$ cat src/rtl/lem_pkg.sv
package lem_pkg;
    localparam int          CG_W     = 5;
    localparam int          EXP_W    = 4;
    localparam logic [4:0]  HALT_CG  = 5'b00100;
    localparam logic [3:0]  EXP_NONE = 4'd15;
endpackage

$ cat src/rtl/lem_code_check.sv
module lem_code_check
    import lem_pkg::*;
(
    input  logic [CG_W-1:0] cg_in,
    output logic            viol,
    output logic [CG_W-1:0] cg_fix
);
    always_comb begin
        case (cg_in)
            5'b00001, 5'b00010, 5'b00011, 5'b00101,
            5'b00110, 5'b01000, 5'b01100, 5'b10000: viol = 1'b1;
            default:                                viol = 1'b0;
        endcase
        cg_fix = viol ? HALT_CG : cg_in;
    end
endmodule

$ cat src/rtl/lem_ber_calc.sv
module lem_ber_calc
    import lem_pkg::*;
#(
    parameter int WIN_LOG2 = 10,
    parameter int CNT_W    = WIN_LOG2 + 1
) (
    input  logic [CNT_W-1:0] count,
    output logic [EXP_W-1:0] exp_o
);
    localparam int WIN_DEC = (WIN_LOG2 * 30103) / 100000;

    always_comb begin
        int    lg;
        longint pw;
        lg = 0;
        pw = 10;
        for (int k = 0; k < 10; k++) begin
            if (longint'(count) >= pw) lg = lg + 1;
            pw = pw * 10;
        end
        if (count == '0) exp_o = EXP_NONE;
        else             exp_o = EXP_W'(WIN_DEC - lg);
    end
endmodule

$ cat src/rtl/link_err_mon.sv
module link_err_mon
    import lem_pkg::*;
#(
    parameter int WIN_LOG2 = 10,
    parameter int CNT_W    = WIN_LOG2 + 1
) (
    input  logic             clk,
    input  logic             rst_n,
    input  logic             cg_valid,
    input  logic [4:0]       cg_data,
    input  logic             win_restart,
    input  logic [3:0]       cutoff_exp,
    input  logic [3:0]       alarm_exp,
    input  logic             fault_clr,
    output logic             rpt_valid,
    output logic [4:0]       rpt_data,
    output logic [CNT_W-1:0] err_count,
    output logic [3:0]       ber_exp,
    output logic             win_done,
    output logic             alarm,
    output logic             fault_req
);
    typedef struct packed {
        logic [WIN_LOG2-1:0] grp;
        logic [CNT_W-1:0]    run;
        logic [CNT_W-1:0]    cnt;
        logic [EXP_W-1:0]    bexp;
        logic                fault;
        logic                done;
        logic                rv;
        logic [CG_W-1:0]     rd;
    } state_t;

    localparam state_t RST_STATE = '{
        grp: '0, run: '0, cnt: '0, bexp: EXP_NONE,
        fault: 1'b0, done: 1'b0, rv: 1'b0, rd: '0
    };

    state_t           st_d, st_q;
    logic             viol;
    logic [CG_W-1:0]  cg_fix;
    logic [CNT_W-1:0] run_inc;
    logic [EXP_W-1:0] exp_new;

    lem_code_check chk_u (
        .cg_in  (cg_data),
        .viol   (viol),
        .cg_fix (cg_fix)
    );

    lem_ber_calc #(.WIN_LOG2(WIN_LOG2), .CNT_W(CNT_W)) ber_u (
        .count (run_inc),
        .exp_o (exp_new)
    );

    assign run_inc = st_q.run + CNT_W'(viol);

    always_comb begin
        st_d      = st_q;
        st_d.done = 1'b0;
        st_d.rv   = cg_valid;
        st_d.rd   = cg_fix;
        if (fault_clr) st_d.fault = 1'b0;
        if (win_restart) begin
            st_d.grp = '0;
            st_d.run = '0;
        end else if (cg_valid) begin
            if (st_q.grp == '1) begin
                st_d.grp  = '0;
                st_d.run  = '0;
                st_d.cnt  = run_inc;
                st_d.bexp = exp_new;
                st_d.done = 1'b1;
                if (exp_new < cutoff_exp) st_d.fault = 1'b1;
            end else begin
                st_d.grp = st_q.grp + 1'b1;
                st_d.run = run_inc;
            end
        end
    end

    always_ff @(posedge clk) begin
        if (!rst_n) st_q <= RST_STATE;
        else        st_q <= st_d;
    end

    assign rpt_valid = st_q.rv;
    assign rpt_data  = st_q.rd;
    assign err_count = st_q.cnt;
    assign ber_exp   = st_q.bexp;
    assign win_done  = st_q.done;
    assign fault_req = st_q.fault;
    assign alarm     = (st_q.bexp < alarm_exp);
endmodule

$ cat config.mk
export PLATFORM = sky130hd
export DESIGN_NAME = link_err_mon
export DESIGN_NICKNAME = d
export VERILOG_FILES = /design/src/rtl/lem_pkg.sv /design/src/rtl/lem_code_check.sv /design/src/rtl/lem_ber_calc.sv /design/src/rtl/link_err_mon.sv
export SDC_FILE = /design/constraint.sdc
export NUM_CORES = 1
export LEC_CHECK = 0
export BUFFER_PORTS_ARGS = -buffer_cell sky130_fd_sc_hd__buf_2
export CORE_AREA = 8 8 70 118
export CTS_BUF_LIST = sky130_fd_sc_hd__clkbuf_4 sky130_fd_sc_hd__clkbuf_8
export CTS_CLUSTER_SIZE = 12
export DETAILED_ROUTE_END_ITERATION = 10
export DIE_AREA = 0 0 78 126
export GPL_ROUTABILITY_DRIVEN = 1
export PLACE_DENSITY = 0.6
export SETUP_SLACK_MARGIN = 0.3
export SYNTH_ARGS = -nofsm -noshare
export SYNTH_HDL_FRONTEND = slang
export SYNTH_SLANG_ARGS = --single-unit
$ cat constraint.sdc
create_clock -name clk -period 9.1 [get_ports clk]
set_input_delay 0.91 -clock clk [delete_from_list [all_inputs] [get_ports clk]]
set_output_delay 0.91 -clock clk [all_outputs]
set_load 0.01 [all_outputs]
==> Flow_metrics.wiki <==
{| class="wikitable"
! Metric !! Value
|-
| Worst path required time || between 9000 and 10,000 ps
|-
| TritonCTS clock tree || yes
|-
| Crit Reg-Reg Endpoint || fault_req
|-
| Data arrival time of the critical path || between 5000 and 6000 ps
|-
| Final setup violation count || 0
|-
| Number of vias after detailed routing || ~2.3k
|-
| Mean number of vias per cell || approximately 5.4
|-
| Flip-flop and latch count after synthesis || 43
|-
| RSZ-0062 raised after global routing || false
|-
| Worst-skew pair later-pin latency || 300 ps
|-
| Std cell rows || 40
|-
| Multi-input gate area || approximately 1600 um2
|-
| Cell type with the highest occurrence count on the critical path || sky130_fd_sc_hd__ha_1
|-
| Yosys warns || 0
|-
| Share of synthesized area occupied by flip-flops and latches || a little under a third
|-
| Buffers & Inverters on Critical Path || 2
|-
| Tot GR Track Use || between 10% and 20%
|-
| Filler Cell Count || approximately 700
|-
| Count of maximum capacitance violations || 0
|-
| Width of the die || 78 um
|-
| Post-route DRC || 0
|-
| Transition time at the pin with the least slew margin || 621 ps
|-
| Die height || between 100 and 150 um
|-
| Placeable core area || 6710 um2
|-
| Number of buffers inserted by post-CTS setup repair || 0
|-
| TNS Setup || 0 ps
|-
| Largest delay contributor family on the critical path || simple AND/OR/NAND/NOR gates
|-
| Number of instances in the synthesized netlist || 331
|-
| Yosys top cell area share || around 31%
|-
| Startpoint of the lowest-slack register-to-register path || st_q[23]
|-
| Area grow syn2layout || 5.36%
|-
| Slowest cell on the critical path || sky130_fd_sc_hd__or4_1
|-
| Die Area || roughly 10000 um2
|-
| Maximum number of pins on one net before global-route repair || 26
|-
| Main area contributors after synthesis || sky130_fd_sc_hd__dfxtp_1 (31%), sky130_fd_sc_hd__buf_4 (6.5%), sky130_fd_sc_hd__nor2_1 (6.2%)
|-
| Hold-fix buffers at CTS || 0
|-
| NumNets Final || between 300 and 400
|-
| Worst Hold Path Cells || 2
|-
| Most common cell in the netlist || sky130_fd_sc_hd__nor2_1
|-
| Async S/R FF share, synth || 0%
|-
| Ordered list of cells on the worst path || buf_2 > inv_1 > ha_1 > nor2_1 > a21oi_1 > o31ai_1 > ha_1 > ha_1 > nand4_4 > or4_1 > and3_4 > nand3_1 > o21ba_1 > ha_1 > nand3_1 > a211oi_1 > a22oi_1 > nand3_1 > ha_1 > a21o_1 > a21oi_1 > and4_1 > a41o_1
|-
| Placer Congestion || 0.851
|-
| Type of element capturing the critical path || register
|-
| Crit share post-route || 56.7%
|-
| Routed Antenna Nets || 0
|-
| Initial antenna violation count || 0
|-
| Slowest Stage Delay on Critical Path || approximately 560 ps
|-
| Number of clock sinks || 43
|-
| Startpoint types || primary input
|-
| Power density over the cells || approximately 120 nW/um2
|-
| Cells resized by post-CTS repair || 0
|-
| CTS H-Tree Depth || 2
|-
| Combined area of all synthesized cells || between 2000 and 3000 um2
|-
| Share of the core filled with cells in the final layout || between 40 and 50%
|-
| Via count of the first global-routing pass || ~2.3k
|-
| Sink of the worst hold path || err_count[0]
|-
| Count of flip-flops with a built-in enable after synthesis || 0
|-
| R2R cell count || 17
|-
| Initial core utilization || 41.4%
|-
| Hold violation total from the final report || 0
|-
| Grt ovf || 0
|-
| Pins over their slew limit || 0
|-
| Shortest period the worst path allows || 5160 ps
|-
| Synth unique cells || 62
|-
| Biggest area consumer among synthesized cells || sky130_fd_sc_hd__dfxtp_1
|-
| Most common flop cell mapped by yosys || sky130_fd_sc_hd__dfxtp_1
|-
| Setup clock skew after layout || approximately 7.9 ps
|-
| First-pass iteration count of the detailed router || 4
|-
| Layout cells sized above 1 || a little over a fifth
|-
| Number of top-level design ports || 42
|-
| Wire length of the first global-routing pass || 10,600 um
|-
| Seq pwr share || between 50% and 60%
|-
| Register clock-pin slew on the reported worst setup and hold paths || 80 ps
|-
| Cell types with the highest counts after synthesis || sky130_fd_sc_hd__nor2_1 (46), sky130_fd_sc_hd__dfxtp_1 (43), sky130_fd_sc_hd__buf_4 (24)
|-
| Final routed wirelength across all metal layers || around 6000 um
|-
| Final Total Pwr || around 340 uW
|-
| Switching pwr || ~81 uW
|-
| Status || finished clean
|-
| Internal Dissipation || approximately 260 uW
|-
| Antenna diodes || 0
|-
| Final setup slack of the worst path || around 3900 ps
|-
| Deepest clock path buffer count || 2
|-
| Violation count after the first detailed-routing iteration || around 110
|-
| Pre-CTS setup slack || about 3600 ps
|-
| Leakage power || between 1 and 1.5 nW
|-
| Synthesized Nets || approximately 360
|-
| Critical hold path startpoint || err_count[0]
|-
| WS Path Type || primary input to register
|-
| Syn Area/Cell || between 8 and 9 um2
|-
| Clock network fraction of design power || a little over a third
|-
| Net switching fraction of the power || 23.6%
|-
| Crit-path max FO || 14
|-
| Slew margin rel. || approximately 59%
|-
| Sequential cell area || between 800 and 900 um2
|-
| Clock root cell || sky130_fd_sc_hd__clkbuf_8
|-
| Wire per inst || about 14 um
|-
| Number of buffers added by the clock tree synthesis step || 5
|-
| Tightest Hold Check Type || register to register
|-
| Port Buf Inserts || 41
|-
| Part of the total power dissipated in combinational logic || 8.2%
|-
| Half-perimeter wire length after detailed placement || about 4800 um
|-
| Achievable Freq || 0.194 GHz
|-
| Worst vdd rail ir drop || 0.0000470 V
|-
| Register-to-register setup slack || between 5000 and 6000 ps
|}
how the worst max path moves through the flow:
stage,startpoint,to,slack (ps),depth (start not counted)
after floorplan,cg_data[0],fault_req,4600,21
after global placement,cg_data[0],fault_req,3770,23
after detailed placement,cg_data[0],fault_req,3600,23
after CTS,cg_data[0],fault_req,3910,23
after global routing,cg_data[0],fault_req,3550,23
final,cg_data[0],fault_req,3940,23
stage by stage:
stage	std cells	hold WS, ps	cell area, um2
after CTS	426	502	2930
after detailed placement	418	482	2840
after global placement	418	474	2840
after floorplan	331	462	2780
final	426	493	2930
after global routing	426	526	2930
layer usage:
layer,wire (um),up-vias,track usage [%],share of wire [%]
met5,0,-,0,0
met4,201,0,7.35,3.3
met3,271,14,3.13,4.4
met2,3360,48,24.2,54
met1,2350,1061,12.8,38
li1,-,1167,-,-
cells by family after synthesis:
kind of cell,after synthesis,synth area share [%]
buf+inv,54,11.4
flops,43,31.0
mux,5,1.85
compound gates,70,18.3
fa+ha+maj,13,5.86
simple gates,128,25.9
xor+xnor,18,5.68
power by group through the flow:
stage / registers (mW) / logic (mW) / clock network, mW
CTS: 0.191 / 0.0286 / 0.129
detailed placement: 0.195 / 0.0285 / 0
finish: 0.191 / 0.0280 / 0.124
global route: 0.191 / 0.0322 / 0.137
global placement: 0.195 / 0.0282 / 0
floorplan: 0.195 / 0.0195 / 0
registers in the layout (all words and copies together), names as in the netlist:
signal	flops
ber_exp	3
err_count	11
fault_req	1
rpt_data	5
rpt_valid	1
st_q	21
win_done	1
worst min-delay path, stage by stage, from the launching register on:
cell	delay, ps
sky130_fd_sc_hd__dfxtp_1	330
sky130_fd_sc_hd__mux2i_1	60
sky130_fd_sc_hd__nor2_1	70
area by class of cell:
class / instances / area share [%]
Multi-Input combinational cell: 234 / 54.6
Tap cell: 84 / 3.59
Clock buffer: 7 / 2.86
Inverter: 14 / 1.80
Clock inverter: 1 / 0.171
Sequential cell: 43 / 29.4
Timing Repair Buffer: 43 / 7.52
cells in the final DEF (no fill, tap or decap), drive strengths merged, types with 3 or more instances in the layout:
master and instances:
buf 43, o22a 3, a21oi 16, nor3 10, o31ai 3, nand3 14
inv 14, dfxtp 43, a22oi 4, ha 13, xor2 7, a211oi 10
nand2 15, mux2i 4, nand4 6, a21o 4, and3 8, nor4 4
nor3b 4, or2 3, nor2b 8, clkbuf 7, nor2 46, or4 4
xnor2 11, o21ai 13
Power figures use the tool's default switching activity.
